===== config.mk =====
export PLATFORM = sky130hd
export DESIGN_NAME = fecfg_serializer
export DESIGN_NICKNAME = d
export VERILOG_FILES = /design/src/rtl/fecfg_pkg.sv /design/src/rtl/fecfg_ctrl.sv /design/src/rtl/fecfg_dp.sv /design/src/rtl/fecfg_serializer.sv
export SDC_FILE = /design/constraint.sdc
export NUM_CORES = 1
export LEC_CHECK = 0
export BUFFER_PORTS_ARGS = -buffer_cell sky130_fd_sc_hd__clkbuf_2
export CAP_MARGIN = 15
export CELL_PAD_IN_SITES_DETAIL_PLACEMENT = 0
export CELL_PAD_IN_SITES_GLOBAL_PLACEMENT = 1
export CORE_UTILIZATION = 45
export CTS_CLUSTER_SIZE = 12
export DETAILED_ROUTE_END_ITERATION = 10
export PLACE_DENSITY = 0.94
export SLEW_MARGIN = 20
export SYNTH_ARGS = -nofsm -noshare
export SYNTH_HDL_FRONTEND = slang
export SYNTH_SLANG_ARGS = --single-unit

===== constraint.sdc =====
create_clock -name clk -period 3.6 [get_ports clk]
set_input_delay 0.18 -clock clk [delete_from_list [all_inputs] [get_ports clk]]
set_output_delay 0.18 -clock clk [all_outputs]
set_load 0.03 [all_outputs]

===== src/rtl/fecfg_pkg.sv =====
package fecfg_pkg;
  // strobes from the sequencer to the shift datapath
  typedef struct packed {
    logic loadWords;  // capture caWord/dataWord on acceptance
    logic shiftCa;    // advance the command/address shifter
    logic shiftData;  // advance the payload shifter
    logic selData;    // dao comes from the payload shifter
    logic outEn;      // dao driven only while a command runs
    logic rbSample;   // register rbIn onto dto this edge
  } dpCtl_t;
endpackage


===== src/rtl/fecfg_ctrl.sv =====
module fecfg_ctrl
  import fecfg_pkg::*;
#(
  parameter int CNT_W      = 16,
  parameter int CA_FIELD_W = 3,
  parameter int CA_SCALE   = 8,
  parameter int RB_START   = 19
) (
  input  logic             clk,
  input  logic             rst_n,
  input  logic             start,
  input  logic [CNT_W-1:0] cntReg,
  input  logic             isRead,
  input  logic             rbEnable,
  output logic             busy,
  output logic             cck,
  output logic             ld,
  output dpCtl_t           dpCtl
);
  localparam int DL_W = CNT_W - CA_FIELD_W;
  localparam int SC_W = $clog2(RB_START);
  localparam logic [SC_W-1:0] SC_ARM = SC_W'(RB_START - 1);

  logic            inData;
  logic            rdQ;
  logic [DL_W-1:0] remain;
  logic [DL_W-1:0] dataLenQ;
  logic [SC_W-1:0] sysCnt;

  logic [DL_W-1:0] caLenIn;
  logic [DL_W-1:0] dlIn;
  logic            accept;
  logic            slotEnd;
  logic            phaseSwitch;
  logic            lastSlot;

  assign caLenIn = DL_W'(cntReg[CA_FIELD_W-1:0]) * DL_W'(CA_SCALE);
  assign dlIn    = cntReg[CNT_W-1:CA_FIELD_W];
  assign accept  = start && !busy && ((caLenIn != '0) || (dlIn != '0));

  // a slot ends on the edge that closes the high half of cck
  assign slotEnd     = busy && cck;
  assign phaseSwitch = slotEnd && (remain == DL_W'(1)) && !inData && (dataLenQ != '0);
  assign lastSlot    = slotEnd && (remain == DL_W'(1)) && (inData || (dataLenQ == '0));

  always_ff @(posedge clk or negedge rst_n) begin
    if (!rst_n) begin
      busy     <= 1'b0;
      cck      <= 1'b0;
      inData   <= 1'b0;
      rdQ      <= 1'b0;
      remain   <= '0;
      dataLenQ <= '0;
      sysCnt   <= '0;
    end else if (accept) begin
      busy     <= 1'b1;
      cck      <= 1'b0;
      inData   <= (caLenIn == '0);
      remain   <= (caLenIn == '0) ? dlIn : caLenIn;
      dataLenQ <= dlIn;
      rdQ      <= isRead && rbEnable;
      sysCnt   <= '0;
    end else if (busy) begin
      cck <= !cck;
      if (lastSlot) busy <= 1'b0;
      if (slotEnd) begin
        if (phaseSwitch) begin
          inData <= 1'b1;
          remain <= dataLenQ;
        end else begin
          remain <= remain - DL_W'(1);
        end
      end
      if (sysCnt != SC_ARM) sysCnt <= sysCnt + SC_W'(1);
    end
  end

  assign ld = busy && inData;

  always_comb begin
    dpCtl.loadWords = accept;
    dpCtl.shiftCa   = slotEnd && !inData && !phaseSwitch && !lastSlot;
    dpCtl.shiftData = slotEnd && inData && !lastSlot;
    dpCtl.selData   = inData;
    dpCtl.outEn     = busy;
    dpCtl.rbSample  = busy && rdQ && (sysCnt == SC_ARM) && !lastSlot;
  end

  // the low half of a pulse is always followed by its high half
  p_half_pulse_r5: assert property (@(posedge clk) disable iff (!rst_n)
    (busy && !cck) |=> (busy && cck));

  // the load strobe never drops while the command is still running
  p_ld_hold_r3: assert property (@(posedge clk) disable iff (!rst_n)
    ld |=> (ld || !busy));

  // a start during a running command leaves the latched lengths alone
  p_ignore_start_r8: assert property (@(posedge clk) disable iff (!rst_n)
    (busy && start && !cck) |=> ($stable(remain) && $stable(dataLenQ)));
endmodule


===== src/rtl/fecfg_dp.sv =====
module fecfg_dp
  import fecfg_pkg::*;
#(
  parameter int CA_W   = 56,
  parameter int DATA_W = 12
) (
  input  logic              clk,
  input  logic              rst_n,
  input  dpCtl_t            dpCtl,
  input  logic [CA_W-1:0]   caWord,
  input  logic [DATA_W-1:0] dataWord,
  input  logic              rbIn,
  output logic              dao,
  output logic              dto
);
  logic [CA_W-1:0]   caShift;
  logic [DATA_W-1:0] dataShift;

  always_ff @(posedge clk or negedge rst_n) begin
    if (!rst_n) begin
      caShift   <= '0;
      dataShift <= '0;
      dto       <= 1'b0;
    end else begin
      if (dpCtl.loadWords) begin
        caShift   <= caWord;
        dataShift <= dataWord;
      end else begin
        if (dpCtl.shiftCa)   caShift   <= {caShift[CA_W-2:0], 1'b0};
        // zeros fill in once the payload is exhausted
        if (dpCtl.shiftData) dataShift <= {dataShift[DATA_W-2:0], 1'b0};
      end
      dto <= dpCtl.rbSample ? rbIn : 1'b0;
    end
  end

  assign dao = dpCtl.outEn &&
               (dpCtl.selData ? dataShift[DATA_W-1] : caShift[CA_W-1]);
endmodule


===== src/rtl/fecfg_serializer.sv =====
module fecfg_serializer
  import fecfg_pkg::*;
#(
  parameter int CNT_W      = 16,
  parameter int CA_FIELD_W = 3,
  parameter int CA_SCALE   = 8,
  parameter int DATA_W     = 12,
  parameter int RB_START   = 19,
  localparam int CA_W      = ((1 << CA_FIELD_W) - 1) * CA_SCALE
) (
  input  logic              clk,
  input  logic              rst_n,
  input  logic              start,
  input  logic [CA_W-1:0]   caWord,
  input  logic [DATA_W-1:0] dataWord,
  input  logic [CNT_W-1:0]  cntReg,
  input  logic              isRead,
  input  logic              rbEnable,
  input  logic              rbIn,
  output logic              cck,
  output logic              ld,
  output logic              dao,
  output logic              dto,
  output logic              busy
);
  dpCtl_t dpCtl;

  fecfg_ctrl #(
    .CNT_W(CNT_W), .CA_FIELD_W(CA_FIELD_W), .CA_SCALE(CA_SCALE), .RB_START(RB_START)
  ) uCtrl (
    .clk(clk), .rst_n(rst_n), .start(start), .cntReg(cntReg),
    .isRead(isRead), .rbEnable(rbEnable),
    .busy(busy), .cck(cck), .ld(ld), .dpCtl(dpCtl)
  );

  fecfg_dp #(.CA_W(CA_W), .DATA_W(DATA_W)) uDp (
    .clk(clk), .rst_n(rst_n), .dpCtl(dpCtl), .caWord(caWord),
    .dataWord(dataWord), .rbIn(rbIn), .dao(dao), .dto(dto)
  );

  // dao holds while cck rises, so it only moves when cck falls
  p_dao_steady_r5: assert property (@(posedge clk) disable iff (!rst_n)
    (busy && !cck) |=> $stable(dao));

  // every output is quiet while idle
  p_idle_quiet_r10: assert property (@(posedge clk) disable iff (!rst_n)
    !busy |-> (!cck && !ld && !dao && !dto));

  // readback never appears outside a running command
  p_dto_window_r7: assert property (@(posedge clk) disable iff (!rst_n)
    dto |-> busy);
endmodule


After elaboration in Yosys (flattened, before gate mapping)
Cells that the tools add are included.
{"block": "totals", "reg_bits": 104, "input_bits": 90, "output_inout_bits": 5}
{"block": "classes", "reduce_logical": 39, "add_sub_neg": 2, "muxes": 23, "eq_ne": 3}
{"cell": "2-to-1 mux 56 bit", "n": 2}
{"cell": "2-to-1 mux 13 bit", "n": 5}
{"cell": "nonzero test 13 bit", "n": 3}
{"cell": "logical NOT 13 bit", "n": 2}
{"cell": "2-to-1 mux 12 bit", "n": 2}
{"cell": "logical AND 1 bit", "n": 18}
{"cell": "2-to-1 mux 5 bit", "n": 3}
{"cell": "== test 13 x 1 -> 1 bit (second input constant)", "n": 1}
{"cell": "subtractor 13 x 1 -> 13 bit (second input constant)", "n": 1}
{"cell": "nonzero test 2 bit", "n": 6}
{"cell": "2-to-1 mux 1 bit", "n": 11}
{"cell": "adder 5 x 1 -> 5 bit (second input constant)", "n": 1}
{"cell": "== test 5 bit (second input constant)", "n": 1}
{"cell": "logical NOT 1 bit", "n": 5}
{"cell": "inequality test 5 bit (second input constant)", "n": 1}
{"cell": "AND reduction 2 bit", "n": 2}
{"cell": "AND reduction 3 bit", "n": 1}
{"cell": "logical OR 1 bit", "n": 2}

Longest topological paths before layout
{"block": "depth", "depth_word": 9, "ltp_mapped": 9}

Cells and area by module
A second synthesis with hierarchy kept.
{"block": "unflattened", "cells_unflattened": 540, "area_unflattened_um2": 5215.0}
{"mod": "fecfg_dp", "instances": 1, "area_each_um2": 3155.5, "seq_area_each_um2": 1726.7, "cells_each": 298}
{"mod": "fecfg_ctrl", "instances": 1, "area_each_um2": 2059.5, "seq_area_each_um2": 875.8, "cells_each": 242}

Worst setup path before layout
Ideal clock, no wire load.
{"block": "synth_timing", "kind": "flip-flop to flip-flop", "startpoint": "register uCtrl.remain[10]", "endpoint": "register uCtrl.remain[10]", "setup_time_ns": 0.094, "t_required_ns": 3.506, "arrival_ns": 2.119, "path_stages_with_launch": 7, "slack_ns": 1.387, "n_path_buf": 1, "synth_period_minus_slack_ns": 2.213, "cell_sequence": "dfrtp_1 > or4_4 > nor4_4 > nand3_2 > buf_2 > mux2i_1 > a211oi_1"}
{"block": "synth_via", "elab_chain_cells": 8, "elab_cells_between_ends": 9, "cone_classes": "add/sub: 1; eq/ne: 1; mux: 4; reduce/logical: 3"}
{"item": "start, declared", "line": "fecfg_ctrl.sv:26", "source": "logic [DL_W-1:0] remain;"}
{"item": "start signal, assigned", "line": "fecfg_ctrl.sv:59", "source": "remain <= (caLenIn == '0) ? dlIn : caLenIn;"}
{"item": "start signal, assigned", "line": "fecfg_ctrl.sv:69", "source": "remain <= dataLenQ;"}
{"item": "start signal, assigned", "line": "fecfg_ctrl.sv:71", "source": "remain <= remain - DL_W'(1);"}
{"item": "parallel branches: the longest is 4 deep, another holds subtractor 13 x 1 -> 13 bit"}
{"item": "2-to-1 mux 13 bit *", "line": "fecfg_ctrl.sv:67", "source": "if (phaseSwitch) begin"}
{"item": "2-to-1 mux 13 bit *", "line": "fecfg_ctrl.sv:66", "source": "if (slotEnd) begin"}
{"item": "2-to-1 mux 13 bit *", "line": "fecfg_ctrl.sv:63", "source": "end else if (busy) begin"}
{"item": "2-to-1 mux 13 bit *", "line": "fecfg_ctrl.sv:55", "source": "end else if (accept) begin"}
Mark *: on every way between the ends. The select of a mux whose other input is x is not followed.
A chain may end at the register's enable or synchronous reset.

Worst setup path after layout
{"block": "layout_timing", "startpoint": "register uCtrl.remain[1]", "endpoint": "register uDp.dataShift[10]"}
{"block": "layout_via", "elab_chain_cells": 6}
{"item": "== test 13 x 1 -> 1 bit", "line": "fecfg_ctrl.sv:44", "source": "assign lastSlot = slotEnd && (remain == DL_W'(1)) && (inData || (dataLenQ == '0));"}
{"item": "logical AND 1 bit (2 in series)", "line": "fecfg_ctrl.sv:44"}
{"item": "logical NOT 1 bit", "line": "fecfg_ctrl.sv:83", "source": "dpCtl.shiftData = slotEnd && inData && !lastSlot;"}
{"item": "logical AND 1 bit", "line": "fecfg_ctrl.sv:83"}
{"item": "nonzero test 2 bit (no line)"}
{"item": "end signal, assigned", "line": "fecfg_dp.sv:27", "source": "dataShift <= dataWord;"}
{"item": "end signal, assigned", "line": "fecfg_dp.sv:31", "source": "if (dpCtl.shiftData) dataShift <= {dataShift[DATA_W-2:0], 1'b0};"}
{"item": "end, declared", "line": "fecfg_dp.sv:17", "source": "logic [DATA_W-1:0] dataShift;"}
No other way between the ends.

==> results.env <==
CRITICAL_PATH.REG2REG.STARTPOINT='uCtrl.remain[1]$_DFFE_PN0P_'
SYNTHDOMINANTCELLAREASHARE_PCT=50.3
GRT_START_MAX_NET_PINS=69
SYNTH-WARNING-COUNT=0
ACHIEVABLE-FREQUENCY_MHz=376
PORT_BUFFERS=94
FLOORPLAN.CORE_AREA_MM2=0.0110
FINAL_NETS=699
WORSTPATHARRIVAL_NS=2.85
POST_ROUTE_CELLS_DRIVE_ABOVE_1_SHARE_PCT=20.4
SYNTH.YOSYS.SEQ_AREA_SHARE_PCT=50.3
WORST_SLEW_PIN_SLEW_NS=0.883
FINALHOLDVIOLATIONS=0
CP_CELL_SEQUENCE='inv_1 -> ha_1 -> or4b_1 -> nor4_4 -> nand3b_1 -> mux2i_1 -> o21ai_1'
GLOBALROUTE.TOTALOVERFLOW=0
WORST_HOLD_STARTPOINT='caWord[35]'
CTS.CLK_SLEW.WORST_PATHS_NS=0.07
PLACE_HPWL_MM=7.78
ANTENNA_VIOLATIONS_BEFORE_REPAIR=0
R2R_SETUP_SLACK_NS=0.94
DELAY_HEAVIEST_FAMILY_CP='simple AND/OR/NAND/NOR gates'
FINAL_CELL_UTILIZATION_OF_THE_CORE_PCT=54.7
CLOCK_TREE.ROOT_CELL='sky130_fd_sc_hd__clkbuf_16'
SYN-MEAN-INSTANCE-AREA_UM2=9.81
STATUS='finished, final reports clean'
ROUTE.FINAL.WIRE_LENGTH_MM=11.1
CTS-ROOT-TO-SINK-BUFFERS=2
DESIGN.DIE.AREA_MM2=0.0119
YOSYSTOPAREACELL='sky130_fd_sc_hd__dfrtp_1'
SKEW_NS=0.0104
CTS_NUM_SINKS=104
ROUTEDWLPERCELL_UM=14.8
SYNTHCELLS=528
SYNTH_CELL_TYPE_COUNT=49
SYNTH-EDFF-COUNT=0
ASYNC_RESET_FF_SHARE_PCT=100
VIA_COUNT_OF_THE_FIRST_GLOBAL_ROUTING_PASS=3942
VIOLATION_COUNT_AFTER_THE_FIRST_DETAILED_ROUTING_ITERATION=207
IO_PINS=95
DIODES=0
PLACEDCELLCOUNT=733
SYNTH.CELL_AREA_MM2=0.00518
WORST_SKEW_PAIR.LATE_LATENCY_NS=0.34
TIMING.MAX_CAP.VIOLATIONS=0
WORST_IR_DROP_VDD_V=0.000264
SYNTH_FLOP_CELL='sky130_fd_sc_hd__dfrtp_1'
TNS_NS=0
SYNTH_AREA_LEADERS='sky130_fd_sc_hd__dfrtp_1, sky130_fd_sc_hd__mux2i_1, sky130_fd_sc_hd__nand2_1, sky130_fd_sc_hd__o21ai_1, sky130_fd_sc_hd__clkbuf_1'
DRT_FIRST_PASS_ITERS=4
HTREE_LEVELS=3
GRT_PASS1_WL_MM=18.5
P_LEAK_nW=2.81
SETUP-VIOLATIONS-FINAL=0
ROW_COUNT=38
VIAS_PER_INST=5.40
DIE-HEIGHT_UM=109
WORSTSETUPSTARTPOINT='uCtrl.remain[1]$_DFFE_PN0P_'
POWER_mW=3.45
HOLD_PATH_CLASS='in -> reg'
POWER_PER_CELL_AREA_mW_PER_MM2=571
MAX_STAGE_DELAY_NS=0.63
VIA_COUNT=4041
POST_CTS.RESIZED_INSTANCES=0
PRE_CTS_SLACK_NS=0.967
DIEWIDTH_UM=109
SYNTH.FF_LATCH_COUNT=104
FINALWORSTSETUPSLACK_NS=0.943
WORSTPATHMAXFANOUT=12
FLOORPLAN.INITIALDENSITY_PCT=46.9
RSZ0062_AT_GRT='no'
AREA.GROWTH.SYNTH_TO_FINAL_PCT=16.5
WORSTSETUPENDPOINTTYPE='register'
TRITONCTS='done'
FINALCRITPERIODSHARE_PCT=73.8
DRTANTENNAVIOLNETS=0
SYNTH_FP_NETS=622
WORST-PATH-BUF-INV=1
CRITICAL_PATH.SLOWEST_CELL='sky130_fd_sc_hd__nand3b_1'
CATEGORY_OF_THE_WORST_SETUP_PATH_LAUNCH_POINT='register'
FILL_CELLS=991
NUMBER_OF_BUFFERS_INSERTED_DURING_CLOCK_TREE_SYNTHESIS=9
CTS_SETUP_BUFFERS=0
PLACE_CONGESTION=0.868
GRT_USAGE_PCT=19.8
DRT_DRC_VIOLATIONS_LEFT=0
CRITICAL_PATH_DATA_REQUIRED_TIME_NS=3.80
HOLDBUFCOUNTCTS=1
FINALWORSTPATHREQUIREDPERIOD_NS=2.66
TIMING.SLEW.HEADROOM_PCT=41.1
INSTANCES_NO_FILL=749
WORST-SETUP-PATH-TYPE='reg -> reg'
NUMBER_OF_PINS_WITH_NEGATIVE_MAX_SLEW_SLACK_IN_THE_FINAL_REPORT=0
## through the flow
| stage | hold WS, ns | cell area [um^2] |
|---|---|---|
| global placement | 0.121 | 5740 |
| detailed placement | 0.134 | 5740 |
| global route | 0.0447 | 6030 |
| floorplan | -0.116 | 5180 |
| finish | 0.0441 | 6030 |
| CTS | 0.0374 | 6030 |
## cell families after synthesis
family,count (synthesis),share of synthesized area [%]
AO/OA/AOI/OAI,113,12.7
XOR/XNOR,11,1.86
adder cells (fa/ha/maj),4,0.967
buffers and inverters,42,3.82
flip-flops,104,50.3
multiplexers,75,14.5
AND/OR/NAND/NOR,179,15.9
## per-layer routing
layer  up-vias  global-route usage [%]  share of wire, %
li1       2009                       -                 -
met1      1902                    27.4                46
met2       110                    31.0                48
met3        20                    2.51               4.2
met4         0                    9.33               2.3
met5         -                       0                 0
## placed cells by master, fill, tap and decap left out, types with 6 or more instances in the layout
cell type,instances
sky130_fd_sc_hd__a211oi_1,6
sky130_fd_sc_hd__mux2i_1,75
sky130_fd_sc_hd__buf_4,8
sky130_fd_sc_hd__xor2_1,8
sky130_fd_sc_hd__nor2_1,17
sky130_fd_sc_hd__a21oi_1,16
sky130_fd_sc_hd__clkbuf_16,9
sky130_fd_sc_hd__o21ai_1,66
sky130_fd_sc_hd__clkbuf_2,93
sky130_fd_sc_hd__nor4_1,6
sky130_fd_sc_hd__nor3_1,17
sky130_fd_sc_hd__dfrtp_1,104
sky130_fd_sc_hd__nand2_1,106
## final cells by class
type	instances	area (um^2)	area share, %
Sequential cell	104	2600	43.1
Tap cell	140	175	2.90
Inverter	5	18.8	0.311
Timing Repair Buffer	103	556	9.21
Multi-Input combinational cell	382	2390	39.7
Clock inverter	4	53.8	0.892
Clock buffer	11	233	3.86
## power breakdown
part / total [mW] / switching [mW] / internal [mW]
Combinational: 0.735 / 0.365 / 0.370
Sequential: 1.76 / 0.238 / 1.52
Clock: 0.951 / 0.413 / 0.538
## synthesized netlist by cell type (6+ instances only)
| library cell | count |
|---|---|
| sky130_fd_sc_hd__a211oi_1 | 6 |
| sky130_fd_sc_hd__a21oi_1 | 16 |
| sky130_fd_sc_hd__clkbuf_1 | 28 |
| sky130_fd_sc_hd__dfrtp_1 | 104 |
| sky130_fd_sc_hd__mux2i_1 | 75 |
| sky130_fd_sc_hd__nand2_1 | 106 |
| sky130_fd_sc_hd__nor2_1 | 17 |
| sky130_fd_sc_hd__nor3_1 | 18 |
| sky130_fd_sc_hd__nor4_1 | 6 |
| sky130_fd_sc_hd__o21ai_1 | 66 |
| sky130_fd_sc_hd__xor2_1 | 8 |
## worst register-to-register path, stage by stage (launching register included)
cell	delay, ns
sky130_fd_sc_hd__dfrtp_1	0.41
sky130_fd_sc_hd__inv_1	0.09
sky130_fd_sc_hd__ha_1	0.13
sky130_fd_sc_hd__or4b_1	0.49
sky130_fd_sc_hd__nor4_4	0.42
sky130_fd_sc_hd__nand3b_1	0.63
sky130_fd_sc_hd__mux2i_1	0.27
sky130_fd_sc_hd__o21ai_1	0.09
## sequential cells by signal (all words and copies together) (netlist names)
register and flops:
uCtrl.sysCnt 5, uDp.dataShift 12, uDp.dto 1, uCtrl.dataLenQ 13
uCtrl.busy 1, uDp.caShift 56, uCtrl.inData 1, uCtrl.rdQ 1
uCtrl.remain 13, uCtrl.cck 1
## worst paths after layout
| path | end | cells after the start |
|---|---|---|
| min reg2reg | uCtrl.rdQ$_DFFE_PN0P_ | 2 |
| max | uDp.dataShift[10]$_DFFE_PN0P_ | 7 |
| min | uDp.caShift[35]$_DFFE_PN0P_ | 3 |
| max in group asynchronous | uCtrl.remain[8]$_DFFE_PN0P_ | 3 |
| min in group asynchronous | uCtrl.sysCnt[4]$_DFFE_PN0P_ | 2 |
| max reg2reg | uDp.dataShift[10]$_DFFE_PN0P_ | 7 |
(Power assumes the default switching activity.)
